==> src/rtl/addr_cycle_sel.sv <==
module addr_cycle_sel #(
  parameter int AW    = 32,
  parameter int LW    = 24,
  parameter int NSTAT = 5
) (
  input  logic                         clk,
  input  logic                         rst_n,
  input  logic                         wr_en,
  input  logic [$clog2(NSTAT+1)-1:0]   wr_idx,
  input  logic [AW-1:0]                wr_data,
  input  logic                         dyn_ld,
  input  logic [AW-1:0]                dyn_data,
  input  logic                         req_valid,
  input  logic [2:0]                   req_cls,
  input  logic [AW-1:0]                req_addr,
  input  logic [LW-1:0]                req_len,
  input  logic [3:0]                   req_cmd,
  output logic                         ap_valid,
  output logic [AW-1:0]                ap_addr,
  output logic [3:0]                   ap_cbe,
  output logic                         done,
  output logic                         err
);
  localparam int IW = $clog2(NSTAT+1);
  localparam logic [IW-1:0] DYN = IW'(NSTAT);
  localparam logic [3:0] DAC_CMD = 4'b1101;

  typedef enum logic [1:0] {IDLE, DAC_LO, LAST, FAIL} st_t;

  logic [AW-1:0] sel_q [NSTAT+1];
  st_t           st;
  logic [AW-1:0] lo_q, hi_q;
  logic [3:0]    cmd_q;
  logic          dac_q;

  logic [IW-1:0] pick;
  logic          bad_cls;
  always_comb begin
    bad_cls = 1'b0;
    case (req_cls)
      3'd0:    pick = DYN;
      3'd1:    pick = IW'(0);
      3'd2:    pick = IW'(1);
      3'd3:    pick = IW'(2);
      3'd4:    pick = IW'(3);
      3'd5,
      3'd6:    pick = IW'(4);
      default: begin pick = IW'(0); bad_cls = 1'b1; end
    endcase
  end

  wire [AW-1:0] hi_sel    = sel_q[pick];
  wire [AW:0]   span_end  = {1'b0, req_addr} + (AW+1)'(req_len);
  wire          crosses   = span_end > {1'b1, {AW{1'b0}}};

  always_ff @(posedge clk) begin
    if (!rst_n) begin
      for (int i = 0; i <= NSTAT; i++) sel_q[i] <= '0;
    end else begin
      if (wr_en && wr_idx < DYN) sel_q[wr_idx] <= wr_data;
      if (dyn_ld) sel_q[NSTAT] <= dyn_data;
    end
  end

  always_ff @(posedge clk) begin
    if (!rst_n) begin
      st    <= IDLE;
      lo_q  <= '0;
      hi_q  <= '0;
      cmd_q <= '0;
      dac_q <= 1'b0;
    end else begin
      case (st)
        IDLE: if (req_valid) begin
          lo_q  <= req_addr;
          hi_q  <= hi_sel;
          cmd_q <= req_cmd;
          dac_q <= hi_sel != '0;
          if (crosses || bad_cls) st <= FAIL;
          else if (hi_sel != '0)  st <= DAC_LO;
          else                    st <= LAST;
        end
        DAC_LO:  st <= LAST;
        default: st <= IDLE;
      endcase
    end
  end

  assign ap_valid = (st == DAC_LO) || (st == LAST);
  assign ap_addr  = (st == LAST && dac_q) ? hi_q : lo_q;
  assign ap_cbe   = (st == DAC_LO) ? DAC_CMD : cmd_q;
  assign done     = (st == LAST) || (st == FAIL);
  assign err      = (st == FAIL);
endmodule

==> config.mk <==
export PLATFORM = sky130hd
export DESIGN_NAME = addr_cycle_sel
export DESIGN_NICKNAME = d
export VERILOG_FILES = /design/src/rtl/addr_cycle_sel.sv
export SDC_FILE = /design/constraint.sdc
export NUM_CORES = 1
export LEC_CHECK = 0
export ABC_AREA = 1
export BUFFER_PORTS_ARGS = -buffer_cell sky130_fd_sc_hd__buf_2
export CAP_MARGIN = 0
export CORE_ASPECT_RATIO = 1.75
export CORE_UTILIZATION = 53
export CTS_CLUSTER_DIAMETER = 30
export CTS_CLUSTER_SIZE = 10
export DETAILED_ROUTE_END_ITERATION = 10
export GPL_ROUTABILITY_DRIVEN = 0
export GPL_TIMING_DRIVEN = 0
export HOLD_SLACK_MARGIN = 0.1
export PLACE_DENSITY = 0.75
export SLEW_MARGIN = 5
export SYNTH_ARGS = -nofsm -noshare
export SYNTH_HDL_FRONTEND = slang
export SYNTH_SLANG_ARGS = --single-unit
==> constraint.sdc <==
create_clock -name clk -period 2 [get_ports clk]
set_clock_uncertainty 0.05 [all_clocks]
set_input_delay 0.1 -clock clk [delete_from_list [all_inputs] [get_ports clk]]
set_output_delay 0.1 -clock clk [all_outputs]
set_load 0.02 [all_outputs]
==> results_dict.tcl, run 1 <==
set metrics [dict create \
    cp_slowest_stage_delay_ns 0.35 \
    critPathLaunchType "flip-flop" \
    synth_top_cell_area_share_pct 40.5 \
    final_cell_count_no_fill 2446 \
    ys_warn_count 0 \
    io_pins 174 \
    track_usage_pct 35.0 \
    status "complete, but fails checks" \
    irDropWorstVdd_uv 731 \
    cp_max_fo 3 \
    yosysUniqueCellTypes 37 \
    ant_nets 0 \
    row_count 79 \
    fin_nets 2270 \
    io_buffers 172 \
    start_util_pct 53.7 \
    area_delta_synth_final_pct 30.7 \
    drive_gt1_share_pct 22.6 \
    dr.first_iter.drc_count 1197 \
    slew_headroom_pct 43.7 \
    postRouteWirelength_um 48700 \
    synth_nets 1945 \
    yosysMostFrequentCell "nand2_1" \
    avgSynthCellArea_um2 7.99 \
    die-area_um2 27500 \
    setup_viol 24 \
    synth-async-reset-ratio_pct 0 \
    required_ns 2.34 \
    hold_path.class "input port to flip-flop" \
    fmax_mhz 475 \
    first_pass_iters 6 \
    arrival_ns 2.44 \
    coreArea_um2 26500 \
    antenna_found_initial 0 \
    finalCriticalPeriod_ns 2.10 \
    cts-root-buf "clkbuf_16" \
    period_share_pct 105 \
    syn-cell-area_um2 14200 \
    clock_path_buffers 3 \
    path_buf_inv 0 \
    power_w 0.0156 \
    hold_violations 0 \
    ys_seq_elements 263 \
    worstMarginPinSlew_ns 0.845 \
    cts_sinks 263 \
    h-tree-depth 2 \
    yosysTopAreaCell "edfxtp_1" \
    grt_start_max_net_pins 33 \
    netlist_instances 1781 \
    grt-ovfl-total 0 \
    dieWidth_um 126 \
    p_leak_nw 8.66 \
    numCtsBuffers 36 \
    wl_per_cell_um 19.9 \
    drv_slew 0 \
    power_density_nw_per_um2 838 \
    violations "negative setup slack" \
    detail_route.vias_per_cell 5.60 \
    multi_input_area_um2 6410 \
    holdWs_ns 0.115 \
    synth_ff_type "edfxtp_1" \
    rsz0062_at_grt "yes" \
    cts_tree "done" \
    grt_first_pass_wirelength_um 72400 \
    worst_slack_ns -0.103 \
    critPathKind "flip-flop to flip-flop" \
    num_vias 13700 \
    utilization_pct 70.2 \
    worst_setup_path_end_kind "flip-flop" \
    slowest_stage "edfxtp_1" \
    worst_path_dominant_cell_family "simple AND/OR/NAND/NOR gates" \
    diodes 0 \
    synthTopCellsByCount "nand2_1, nor2_1, inv_1" \
    seq_area_um2 7190 \
    grt_pass1_vias 13900 \
    cts.reportedPaths.clkPinSlew_ns 0.05 \
    path_cells "or2_2 > o211ai_1 > nand2_1 > a21oi_2 > nand2_1 > nor3_2 > nand2_1 > nor2_2 > nand2_2 > a21oi_2 > a21oi_2" \
    die_h_um 219 \
    place_area_um2 15500 \
    dp.cells 2277 \
    hpwl_um 33700 \
    fillerInstances 1990 \
    synth-seq-area-share_pct 50.5 \
    stdcell_area_um2 18600 \
    drt_drc_violations_left 0 \
    clock_latency_ns 0.52 \
    synth_enable_flop_cells 192 \
    ys_top_cells_by_area "edfxtp_1, nand2_1, dfxtp_1" \
    cap_violations 0 \
]
[report_power, final]
part,switching [W],internal (W)
logic,0.00200,0.00116
registers,0.000180,0.00628
clock network,0.00237,0.00360
total,0.00455,0.0110
[through the flow]
stage          worst slack (ns)  TNS [ns]
4_1_cts                 -0.0130   -0.0240
6_report                 -0.103    -0.431
3_3_place_gp             -0.807   -141.87
2_1_floorplan           0.00650         0
5_1_grt                  -0.184     -9.58
3_5_place_dp             -0.857   -148.81
[cell families after synthesis]
kind of cell	share of synthesized area [%]
AND/OR/NAND/NOR	25.3
buffers and inverters	9.07
flip-flops	50.5
AO/OA/AOI/OAI	10.6
adder cells (fa/ha/maj)	2.60
multiplexers	1.34
XOR/XNOR	0.554
[worst reg2reg max path: cells and delay by family (launching register included)]
family,cells,cell delay [ns]
AND/OR/NAND/NOR,7,1.10
flip-flops,1,0.35
AO/OA/AOI/OAI,4,0.48
[state kept, by name (all words and copies together), names as in the netlist]
signal and count:
sel_q 192, lo_q 32, hi_q 32, cmd_q 4
dac_q 1, st 2
[cell type report]
type | count | area share, %
timing repair buffer | 287 | 11.4
buffer | 77 | 2.60
inverter | 247 | 5.00
clock buffer | 41 | 5.06
tap | 324 | 2.18
multi-input combinational | 1194 | 34.4
clock inverter | 13 | 0.706
sequential | 263 | 38.6
[final timing paths]
check / slack (ns) / endpoint / from / depth (start not counted)
setup / recovery: -0.10 / st[0]$_SDFFE_PN0P_ / sel_q[3][24]$_SDFFCE_PN0P_ / 11
hold / removal: 0.11 / sel_q[1][31]$_SDFFCE_PN0P_ / wr_idx[0] / 3
setup reg to reg: -0.10 / st[0]$_SDFFE_PN0P_ / sel_q[3][24]$_SDFFCE_PN0P_ / 11
hold reg to reg: 0.43 / cmd_q[3]$_SDFFE_PN0P_ / cmd_q[3]$_SDFFE_PN0P_ / 2
[cell usage in the layout, fill, tap and decap left out, types with 7 or more instances in the layout]
master         instances
buf_2                163
clkbuf_2              11
a21oi_2               16
nor2_1               327
mux2_4                 7
o21ai_4                7
dfxtp_1               69
nand3_1               31
nor3_2                 8
o211ai_2              15
nand2_2               36
buf_6                 21
o21ai_0               78
nor2_2                13
clkbuf_1              40
o21ai_1               16
nand4_1               15
xor2_1                 9
a21oi_1               58
edfxtp_1             192
inv_1                240
o21ai_2                7
or2_2                 43
ha_1                  18
buf_4                 19
dlygate4sd3_1        104
nor3_1                 8
o211ai_1              48
nand2_1              370
clkbuf_16             42
mux2_2                10
[repair_timing]
item	CTS	global route
pin swaps	10	30
endpoints found under the setup margin	205	240
endpoints found under the hold margin	230	0
buffers inserted	4	2
cloned	3	2
hold buffers	104	0
gates resized for setup	133	126
[metal layers]
layer	part of all wire, %	global-route usage [%]	wire length, µm	up-vias
met5	0	0	0	-
met3	7.0	4.97	3390	268
met4	8.9	29.8	4340	0
met2	52	65.7	25500	797
li1	-	-	-	6371
met1	32	33.2	15500	6259
(Power assumes the default switching activity.)
==> run 2, diff against run 1 <==
- ABC_AREA: 1 -> not set
- CORE_MARGIN: not set -> 4
- CORE_UTILIZATION: 53 -> 52
- PLACE_DENSITY: 0.75 -> 0.74
==> run 2 against run 1 <==
- the flow still finishes with violations (negative setup slack)
- sequential power is 0.8% lower
- area after synthesis shrank 3.5%
- cell area is 5.0% lower
- worst setup slack got worse by 0.62 ns
- sequential share of layout area up 2.0 points
- via count decreased by 14%
- die area is 6.0% higher
- critical path type is now input port to flip-flop
- largest cell class unchanged
==> results_dict.tcl, run 2 <==
set metrics [dict create \
    top_register "sel_q" \
    slew_headroom_pct 37.9 \
    power_density_nw_per_um2 864 \
    violations "negative setup slack" \
    clock_path_buffers 3 \
    status "complete, but fails checks" \
    arrival_ns 3.06 \
    grt_pass1_vias 12100 \
    cts-root-buf "clkbuf_16" \
    layout_commonest_cell "edfxtp_1" \
    drive_gt1_share_pct 22.2 \
    fillerInstances 1941 \
    synth_top_cell_area_share_pct 42.0 \
    synth_ff_type "edfxtp_1" \
    synth-seq-area-share_pct 52.3 \
    multi_input_area_um2 6380 \
    stdcell_area_um2 17700 \
    die_h_um 223 \
    rsz0062_at_grt "yes" \
    required_ns 2.33 \
    worstHoldEndpoint "sel_q[2][0]$_SDFFCE_PN0P_" \
    setup_viol 35 \
    period_share_pct 136 \
    synth-async-reset-ratio_pct 0 \
    coreArea_um2 26000 \
    detail_route.vias_per_cell 6.05 \
    largest_register_ffs 192 \
    cp_max_fo 10 \
    track_usage_pct 29.6 \
    dieWidth_um 131 \
    num_vias 11800 \
    cts_sinks 263 \
    hpwl_um 31600 \
    ys_top_cells_by_area "edfxtp_1, dfxtp_1, and2_1" \
    synth_enable_flop_cells 192 \
    fmax_mhz 367 \
    ys_seq_elements 263 \
    seq_area_um2 7190 \
    ant_nets 0 \
    yosysUniqueCellTypes 68 \
    yosysMostFrequentCell "edfxtp_1" \
    place_area_um2 15200 \
    h-tree-depth 2 \
    hold_depth 3 \
    avgSynthCellArea_um2 10.7 \
    yosysTopAreaCell "edfxtp_1" \
    finalCriticalPeriod_ns 2.73 \
    reg_top3 "sel_q: 192 flops, hi_q: 32 flops, lo_q: 32 flops" \
    io_buffers 170 \
    irDropWorstVdd_uv 896 \
    synthTopCellsByCount "edfxtp_1, nand2_1, and2_1" \
    worstReg2RegStart "sel_q[5][30]$_DFFE_PP_" \
    grt_start_max_net_pins 27 \
    critPathLaunchType "input port" \
    rr_endpoint "st[0]$_SDFFE_PN0P_" \
    dr.first_iter.drc_count 1055 \
    io_pins 174 \
    die-area_um2 29200 \
    layout_common_cells "edfxtp_1, buf_2, nand2_1, and2_1, dlygate4sd3_1" \
    start_util_pct 52.9 \
    first_pass_iters 5 \
    diodes 0 \
    worstMarginPinSlew_ns 0.931 \
    min_from "wr_idx[2]" \
    netlist_instances 1288 \
    syn-cell-area_um2 13700 \
    power_w 0.0153 \
    row_count 78 \
    synth_nets 1452 \
    cap_violations 0 \
    wl_per_cell_um 22.7 \
    area_delta_synth_final_pct 28.7 \
    ys_warn_count 0 \
    fin_nets 1771 \
    critPathKind "input port to flip-flop" \
    numCtsBuffers 37 \
    drv_slew 0 \
    cts_tree "done" \
    p_leak_nw 7.06 \
    postRouteWirelength_um 44100 \
    hold_violations 0 \
    grt-ovfl-total 0 \
    ff2ff_path_depth 7 \
    drt_drc_violations_left 0 \
    holdWs_ns 0.118 \
    hold_path.class "input port to flip-flop" \
    cts.reportedPaths.clkPinSlew_ns 0.05 \
    clock_latency_ns 0.51 \
    antenna_found_initial 0 \
    reg2reg_slack_ns -0.69 \
    worst_slack_ns -0.727 \
    grt_first_pass_wirelength_um 65400 \
    worst_setup_path_end_kind "flip-flop" \
]
==> run 2: changes by cell type in the layout (fill, tap and decap cells not counted), sizes merged, moves of 31 or more <==
cell,delta
a21oi,-45
o22a,+31
o211ai,-49
and2,+162
o22ai,+36
or2,-45
nor2,-297
a21boi,+65
and3,+34
nand2,-247
inv,-238
o21ai,-86
==> run 2: cell families (layout without fill, tap and decap cells) <==
logic type	count (synthesis)	after routing	share of synthesized area, %
simple gates	503	503	19.0
compound gates	300	300	15.8
flops	263	263	52.3
buf+inv	102	440	3.05
mux	76	76	6.12
fa+ha+maj	29	29	2.70
xor+xnor	15	15	0.956
==> run 2: per-layer routing <==
layer	track usage (%)	vias to the layer above	wire [µm]
li1	-	5374	-
met1	30.5	5606	14700
met2	55.0	632	23800
met3	3.83	157	2930
met4	17.6	0	2680
met5	0	-	0
==> run 2: timing repair <==
action                     CTS  global route
resized for setup           48            27
pin swaps                    6             2
hold buffers               103             0
buffers inserted             3             0
hold endpoints to repair   243             0
setup endpoints to repair   55            90
cloned                       0             0
==> run 2: layout make-up <==
class	count	share of cell area, %
Clock buffer	45	5.76
Inverter	10	0.212
Multi-Input combinational cell	923	36.1
Sequential cell	263	40.7
Timing Repair Buffer	282	11.6
Clock inverter	13	0.878
Buffer	90	2.51
Tap cell	320	2.27
==> run 2: worst max-delay path by stage <==
stage / startpoint / end / cells after the start
after global routing: sel_q[5][30]$_DFFE_PP_ / st[0]$_SDFFE_PN0P_ / 7
after detailed placement: req_cls[1] / st[0]$_SDFFE_PN0P_ / 11
final: req_cls[1] / st[0]$_SDFFE_PN0P_ / 11
after global placement: req_cls[1] / st[0]$_SDFFE_PN0P_ / 11
after CTS: sel_q[5][30]$_DFFE_PP_ / st[0]$_SDFFE_PN0P_ / 7
after floorplan: req_addr[0] / st[1]$_SDFFE_PN0P_ / 11
==> run 2: critical path, stage by stage <==
cell and delay (ns):
buf_2 0.14, buf_2 0.27, nand2_2 0.18, nor2_2 0.34, buf_2 0.38, a221oi_1 0.25
nor4_1 0.35, nand4_1 0.17, or4_4 0.61, nor3b_2 0.18, a211oi_1 0.06
==> run 2: per-stage QoR <==
stage               worst slack (ns)  setup TNS [ns]  util (%)  cells
detailed placement             -1.69          -42.32      58.7   1784
CTS                           -0.711           -9.23      67.9   1948
floorplan                     -0.609           -1.53         -   1288
finish                        -0.727           -9.58      68.1   1946
global placement               -1.66         -160.39      58.0   1778
global route                  -0.739          -10.96      68.1   1946
==> run 2: power breakdown <==
group / internal, W / switching (W)
logic: 0.00104 / 0.00156
registers: 0.00626 / 0.000157
clock network: 0.00398 / 0.00228
